**src/rtl/irqcm_pkg.sv**
```systemverilog
package irqcm_pkg;
    typedef enum logic [1:0] {
        SEL_NONE  = 2'd0,
        SEL_CAUSE = 2'd1,
        SEL_MASK  = 2'd2
    } reg_sel_e;
endpackage

```
**src/rtl/irqcm_decode.sv**
```systemverilog
module irqcm_decode
    import irqcm_pkg::*;
#(
    parameter int          ADDR_W    = 8,
    parameter logic [7:0]  CAUSE_OFS = 8'h50,
    parameter logic [7:0]  MASK_OFS  = 8'h54
) (
    input  logic              bus_sel,
    input  logic [ADDR_W-1:0] bus_addr,
    output reg_sel_e          hit
);
    localparam logic [ADDR_W-1:0] CAUSE_A = ADDR_W'(CAUSE_OFS);
    localparam logic [ADDR_W-1:0] MASK_A  = ADDR_W'(MASK_OFS);

    always_comb begin
        hit = SEL_NONE;
        if (bus_sel) begin
            if (bus_addr == CAUSE_A)     hit = SEL_CAUSE;
            else if (bus_addr == MASK_A) hit = SEL_MASK;
        end
    end
endmodule

```
**src/rtl/irqcm_cause_bank.sv**
```systemverilog
module irqcm_cause_bank #(
    parameter int NUM_SRC = 7
) (
    input  logic               clk,
    input  logic               rst_n,
    input  logic               wr_en,
    input  logic [NUM_SRC-1:0] wr_bits,
    input  logic [NUM_SRC-1:0] evt_in,
    output logic [NUM_SRC-1:0] cause_q
);
    // One latch cell per source; a live event overrides the software value.
    for (genvar i = 0; i < NUM_SRC; i++) begin : g_cell
        always_ff @(posedge clk or negedge rst_n) begin
            if (!rst_n)         cause_q[i] <= 1'b0;
            else if (evt_in[i]) cause_q[i] <= 1'b1;
            else if (wr_en)     cause_q[i] <= wr_bits[i];
        end
    end
endmodule

```
**src/rtl/irqcm_mask_reg.sv**
```systemverilog
module irqcm_mask_reg #(
    parameter int NUM_SRC = 7
) (
    input  logic               clk,
    input  logic               rst_n,
    input  logic               wr_en,
    input  logic [NUM_SRC-1:0] wr_bits,
    output logic [NUM_SRC-1:0] mask_q
);
    always_ff @(posedge clk or negedge rst_n) begin
        if (!rst_n)     mask_q <= '0;
        else if (wr_en) mask_q <= wr_bits;
    end
endmodule

```
**src/rtl/irqcm_unit.sv**
```systemverilog
module irqcm_unit
    import irqcm_pkg::*;
#(
    parameter int          NUM_SRC   = 7,
    parameter int          DATA_W    = 32,
    parameter int          ADDR_W    = 8,
    parameter logic [7:0]  CAUSE_OFS = 8'h50,
    parameter logic [7:0]  MASK_OFS  = 8'h54
) (
    input  logic              clk,
    input  logic              rst_n,
    input  logic              bus_sel,
    input  logic              bus_we,
    input  logic [ADDR_W-1:0] bus_addr,
    input  logic [DATA_W-1:0] bus_wdata,
    output logic [DATA_W-1:0] bus_rdata,
    input  logic [NUM_SRC-1:0] evt_in,
    output logic              irq_out
);
    reg_sel_e           hit;
    logic [NUM_SRC-1:0] cause_q;
    logic [NUM_SRC-1:0] mask_q;
    logic               cause_wr;
    logic               mask_wr;
    logic               irq_q;
    logic               unused_wdata_hi;

    assign unused_wdata_hi = ^bus_wdata[DATA_W-1:NUM_SRC];

    irqcm_decode #(
        .ADDR_W    (ADDR_W),
        .CAUSE_OFS (CAUSE_OFS),
        .MASK_OFS  (MASK_OFS)
    ) u_decode (
        .bus_sel  (bus_sel),
        .bus_addr (bus_addr),
        .hit      (hit)
    );

    assign cause_wr = bus_we && (hit == SEL_CAUSE);
    assign mask_wr  = bus_we && (hit == SEL_MASK);

    irqcm_cause_bank #(.NUM_SRC(NUM_SRC)) u_cause (
        .clk     (clk),
        .rst_n   (rst_n),
        .wr_en   (cause_wr),
        .wr_bits (bus_wdata[NUM_SRC-1:0]),
        .evt_in  (evt_in),
        .cause_q (cause_q)
    );

    irqcm_mask_reg #(.NUM_SRC(NUM_SRC)) u_mask (
        .clk     (clk),
        .rst_n   (rst_n),
        .wr_en   (mask_wr),
        .wr_bits (bus_wdata[NUM_SRC-1:0]),
        .mask_q  (mask_q)
    );

    // Read mux: unused upper bits are always zero.
    always_comb begin
        bus_rdata = '0;
        unique case (hit)
            SEL_CAUSE: bus_rdata[NUM_SRC-1:0] = cause_q;
            SEL_MASK:  bus_rdata[NUM_SRC-1:0] = mask_q;
            default:   bus_rdata = '0;
        endcase
    end

    // Registered combined interrupt.
    always_ff @(posedge clk or negedge rst_n) begin
        if (!rst_n) irq_q <= 1'b0;
        else        irq_q <= |(cause_q & mask_q);
    end

    assign irq_out = irq_q;
endmodule

```
**config.mk**
```make
export PLATFORM = sky130hd
export DESIGN_NAME = irqcm_unit
export DESIGN_NICKNAME = d
export VERILOG_FILES = /design/src/rtl/irqcm_pkg.sv /design/src/rtl/irqcm_decode.sv /design/src/rtl/irqcm_cause_bank.sv /design/src/rtl/irqcm_mask_reg.sv /design/src/rtl/irqcm_unit.sv
export SDC_FILE = /design/constraint.sdc
export NUM_CORES = 1
export LEC_CHECK = 0
export CAP_MARGIN = 20
export CORE_AREA = 2 2 60 62
export DETAILED_ROUTE_END_ITERATION = 10
export DIE_AREA = 0 0 62 64
export PLACE_DENSITY = 0.86
export SETUP_SLACK_MARGIN = 0.02
export SYNTH_ARGS = -nofsm -noshare
export SYNTH_HDL_FRONTEND = slang
export SYNTH_SLANG_ARGS = --single-unit
```
**constraint.sdc**
```tcl
create_clock -name clk -period 1.3 [get_ports clk]
set_input_delay 0.13 -clock clk [delete_from_list [all_inputs] [get_ports clk]]
set_output_delay 0.13 -clock clk [all_outputs]
set_load 0.05 [all_outputs]
```
Word level (Yosys, flattened, before mapping)
Cells that the tools add are included.

storage, ports and cells
  input port bits = 51
  register bits = 15
  output and inout port bits = 33
  logic and storage cells = 42

operators by class
  reductions and logical operators = 10
  mux-type cells = 18
  equality and inequality tests = 4
  bitwise operators = 1

operator list
  operator                                                          number
  8-bit by 7-bit == test with 1-bit output (second input constant)  2
  1-bit 2-to-1 mux                                                  14
  7-bit case mux with 2 select lines                                1
  2-bit nonzero test                                                7
  7-bit bitwise AND                                                 1
  7-bit OR reduction                                                1
  2-bit 2-to-1 mux                                                  3
  2-bit by 1-bit == test with 1-bit output (second input constant)  1
  2-bit == test (second input constant)                             1
  1-bit logical AND                                                 2

Logic depth before layout (Yosys ltp)
  depth in word-level cells = 8
  depth in mapped cells = 4
  mapped depth without buffers = 3

Hierarchy
A second synthesis with hierarchy kept.

unflattened totals
  cell total of the unflattened synthesis = 95
  area total of the unflattened synthesis = 1003.5 sq um

by module, submodules not included
  module            area each (sq um)  sequential area each (sq um)  instances  cells each
  irqcm_unit        380.4              25.0                          1          53
  irqcm_cause_bank  296.5              175.2                         1          22
  irqcm_mask_reg    291.5              175.2                         1          15
  irqcm_decode      35.0               0.0                           1          5

Least setup slack after synthesis
OpenSTA, ideal clock, no wires.

  path kind = input-to-output
  start point = input port bus_addr[1]
  end point = output port bus_rdata[0]
  buffers on the path = 0
  data required time = 1170 ps
  setup slack = -196 ps
  arrival = 1366 ps
  stages = 3
  cell sequence = nor4b_4 nand2_1 nor2_1

between the ends
  cells in the longest elaborated chain, start to end = 6

RTL lines
  item                                                                              RTL line            text
  from (decl)                                                                       irqcm_unit.sv:14    input logic [ADDR_W-1:0] bus_addr,
  8-bit by 7-bit == test with 1-bit output                                          irqcm_decode.sv:19  else if (bus_addr == MASK_A) hit = SEL_MASK;
  2-bit 2-to-1 mux                                                                  irqcm_decode.sv:19
  2-bit 2-to-1 mux *                                                                irqcm_decode.sv:18  if (bus_addr == CAUSE_A) hit = SEL_CAUSE;
  2-bit 2-to-1 mux *                                                                irqcm_decode.sv:17  if (bus_sel) begin
  2-bit == test / 2-bit by 1-bit == test with 1-bit output (equally long branches)  irqcm_unit.sv:63    unique case (hit)
  7-bit case mux with 2 select lines *                                              irqcm_unit.sv:63
  to (decl)                                                                         irqcm_unit.sv:16    output logic [DATA_W-1:0] bus_rdata,

Every way passes the cells marked *; elsewhere a longest branch is shown, timed or not.

Final worst setup path
  start point = input port bus_addr[7]
  end point = output port bus_rdata[0]

Same word-level chain as after synthesis.

==> results.json <==
{
  "status": "finished, final reports clean",
  "clk_latency_ns": 0.29,
  "synth_area_per_cell_um2": 10.4,
  "fin_crit_sh_pct": 96.4,
  "vdd_drop_max_uv": 283,
  "grt_overflow": 0,
  "rows": 21,
  "drive_above_1_share_pct": 39.6,
  "syn-cell-area_um2": 977,
  "drc": 0,
  "cts_tree": "done",
  "gp_congestion": 0.740,
  "track_usage_pct": 12.2,
  "cts_root_buf": "clkbuf_4",
  "place_area_um2": 1410,
  "power_density_nw_per_um2": 706,
  "hp-class": "input port to asynchronous set/reset pin",
  "die_h_um": 64,
  "multi_input_area_um2": 617,
  "fmax_ghz": 0.798,
  "regArea_um2": 377,
  "synth_edf_count": 0,
  "ioPinCount": 84,
  "synth-seq-cells": 15,
  "drt-vias-per-instance": 4.14,
  "yosysUniqueCellTypes": 15,
  "crit_type": "input port to output port",
  "path_max_fanout": 7,
  "synth_top_flop_cell": "dfrtp_1",
  "die_x_um": 62,
  "maxCapViolCount": 0,
  "rsz0062_at_grt": "true",
  "r2r_cells": 3,
  "dp.cells": 177,
  "worst_ep_arrival_time_ns": 1.12,
  "end_kind": "output port",
  "clk_pin_slew_ns": 0.09,
  "routedWlPerCell_um": 11.9,
  "cpMostUsedCell": "buf_12",
  "final_cell_area_um2": 1610,
  "whs_ns": 0.143,
  "fillers": 316,
  "worstPathRequired_ns": 1.17,
  "via_count": 786,
  "first_global_vias": 794,
  "drtPass1Iterations": 4,
  "cts_buffers": 3,
  "h-tree-depth": 1,
  "finalHoldViolations": 0,
  "antenna_found_initial": 0,
  "wirelength_um": 2260,
  "synth_top_area_share_pct": 38.4,
  "critPathTopFamily": "simple AND/OR/NAND/NOR gates",
  "hpwl_um": 1660,
  "crit_path_start_kind": "input port",
  "r2r-start": "u_cause.cause_q[4]$_DFFE_PN0P_",
  "async_reset_ff_share_pct": 100,
  "design.core.area_um2": 3280,
  "setup_viol": 0,
  "yosysTopAreaCell": "dfrtp_1",
  "diodes": 0,
  "synthToLayoutAreaGrowth_pct": 64.4,
  "final_cell_count_no_fill": 190,
  "grt_pass1_wl_um": 3530,
  "start_util_pct": 29.8,
  "worst_slack_ns": 0.0472,
  "cpPeakStageDelay_ns": 0.30,
  "drv_slew": 0,
  "r2r_slack_ns": 0.16,
  "fin_skew_ns": 0.00156,
  "slowest_stage": "and4bb_2",
  "syn_inst": 94,
  "critPathBufInv": 3,
  "ys_warn_count": 0,
  "drtAntennaViolNets": 0,
  "fin_nets": 196,
  "numPortBuffers": 33,
  "grt_max_degree": 16,
  "post-place-ws_ns": -0.397,
  "crit_chain": "clkdlybuf4s15_1 -> and4bb_2 -> nand2_2 -> buf_12 -> nor2_4 -> buf_12",
  "synth.area.top_cells": "dfrtp_1 38%, buf_4 20%, mux2i_1 14%",
  "dieArea_um2": 3970,
  "fin_crit_ns": 1.25,
  "cts_sinks": 15,
  "cts_hold_buf": 0,
  "cts_max_path_buffers": 2,
  "power.leakage_nw": 0.737,
  "yosysSeqAreaShare_pct": 38.4,
  "r2r_end": "irq_out$_DFF_PN0_",
  "first_iter_violations": 5
}
-- cells in the mapped netlist, types with 2 or more instances --
cell / number
a22oi_1: 2
nor2_1: 21
mux2_2: 7
buf_4: 26
mux2i_1: 14
dfrtp_1: 15
-- metal layers --
metal	GRT usage (%)	up-vias	share of wire, %	wire length [um]
met4	6.38	0	2.8	64
met1	14.2	368	36	811
li1	-	373	-	-
met2	19.8	38	53	1200
met3	3.04	7	8.1	184
met5	0	-	0	0
-- flip-flops by register name, summed over array words and instances, names as in the netlist --
register	count
irq_out	1
u_cause.cause_q	7
u_mask.mask_q	7
-- final cells by class --
class | count | area share (%)
Multi-Input combinational cell | 76 | 38.4
Sequential cell | 15 | 23.4
Clock buffer | 3 | 1.40
Clock inverter | 1 | 0.312
Tap cell | 46 | 3.58
Timing Repair Buffer | 49 | 32.9
-- report_power, final --
group	switching, W	total (W)	internal, W
clock network	0.000155	0.000270	0.000115
logic	0.000244	0.000376	0.000132
registers	0.0000116	0.000489	0.000477
-- logic make-up after synthesis --
logic type | Yosys count | synth area share (%)
and+or+nand+nor | 27 | 15.7
muxes | 21 | 22.4
AOI/OAI and AO/OA | 3 | 2.56
DFF | 15 | 38.4
buffers and inverters | 27 | 20.5
other | 1 | 0.384
-- per-stage QoR --
step	total power [W]	utilization, %	TNS [ns]
after global routing	0.00120	48.9	-0.0561
after floorplan	0.000772	-	-0.531
final	0.00113	48.9	0
after CTS	0.00115	47.4	0
after global placement	0.000843	42.8	-6.30
after detailed placement	0.000848	42.8	-7.28
-- worst max-delay path by stage --
stage / slack, ns / endpoint / startpoint / cells after the start
after detailed placement: -0.40 / u_mask.mask_q[4]$_DFFE_PN0P_ / bus_addr[1] / 5
after global routing: -0.03 / bus_rdata[3] / u_cause.cause_q[3]$_DFFE_PN0P_ / 3
after CTS: 0.02 / bus_rdata[3] / u_cause.cause_q[3]$_DFFE_PN0P_ / 3
after global placement: -0.34 / u_mask.mask_q[6]$_DFFE_PN0P_ / bus_addr[1] / 5
after floorplan: -0.08 / bus_rdata[0] / bus_addr[1] / 3
final: 0.05 / bus_rdata[0] / bus_addr[7] / 6
-- repair_timing --
action | CTS | global route
cloned | 0 | 0
buffers inserted | 2 | 7
pin swaps | 10 | 9
gates resized for setup | 41 | 4
endpoints found under the setup margin | 21 | 7
-- placed cells by master, fill, tap and decap left out, drive strengths merged --
cell / instances
buf: 26
conb: 25
nor2: 21
clkdlybuf4s50: 16
dfrtp: 15
mux2i: 14
mux2: 7
clkbuf: 4
dlygate4sd2: 3
clkdlybuf4s15: 3
a22oi: 2
nor4b: 1
and4bb: 1
nand2: 1
a222oi: 1
nand3: 1
nand4: 1
nand4b: 1
clkinv: 1
Power figures use the tool's default switching activity.
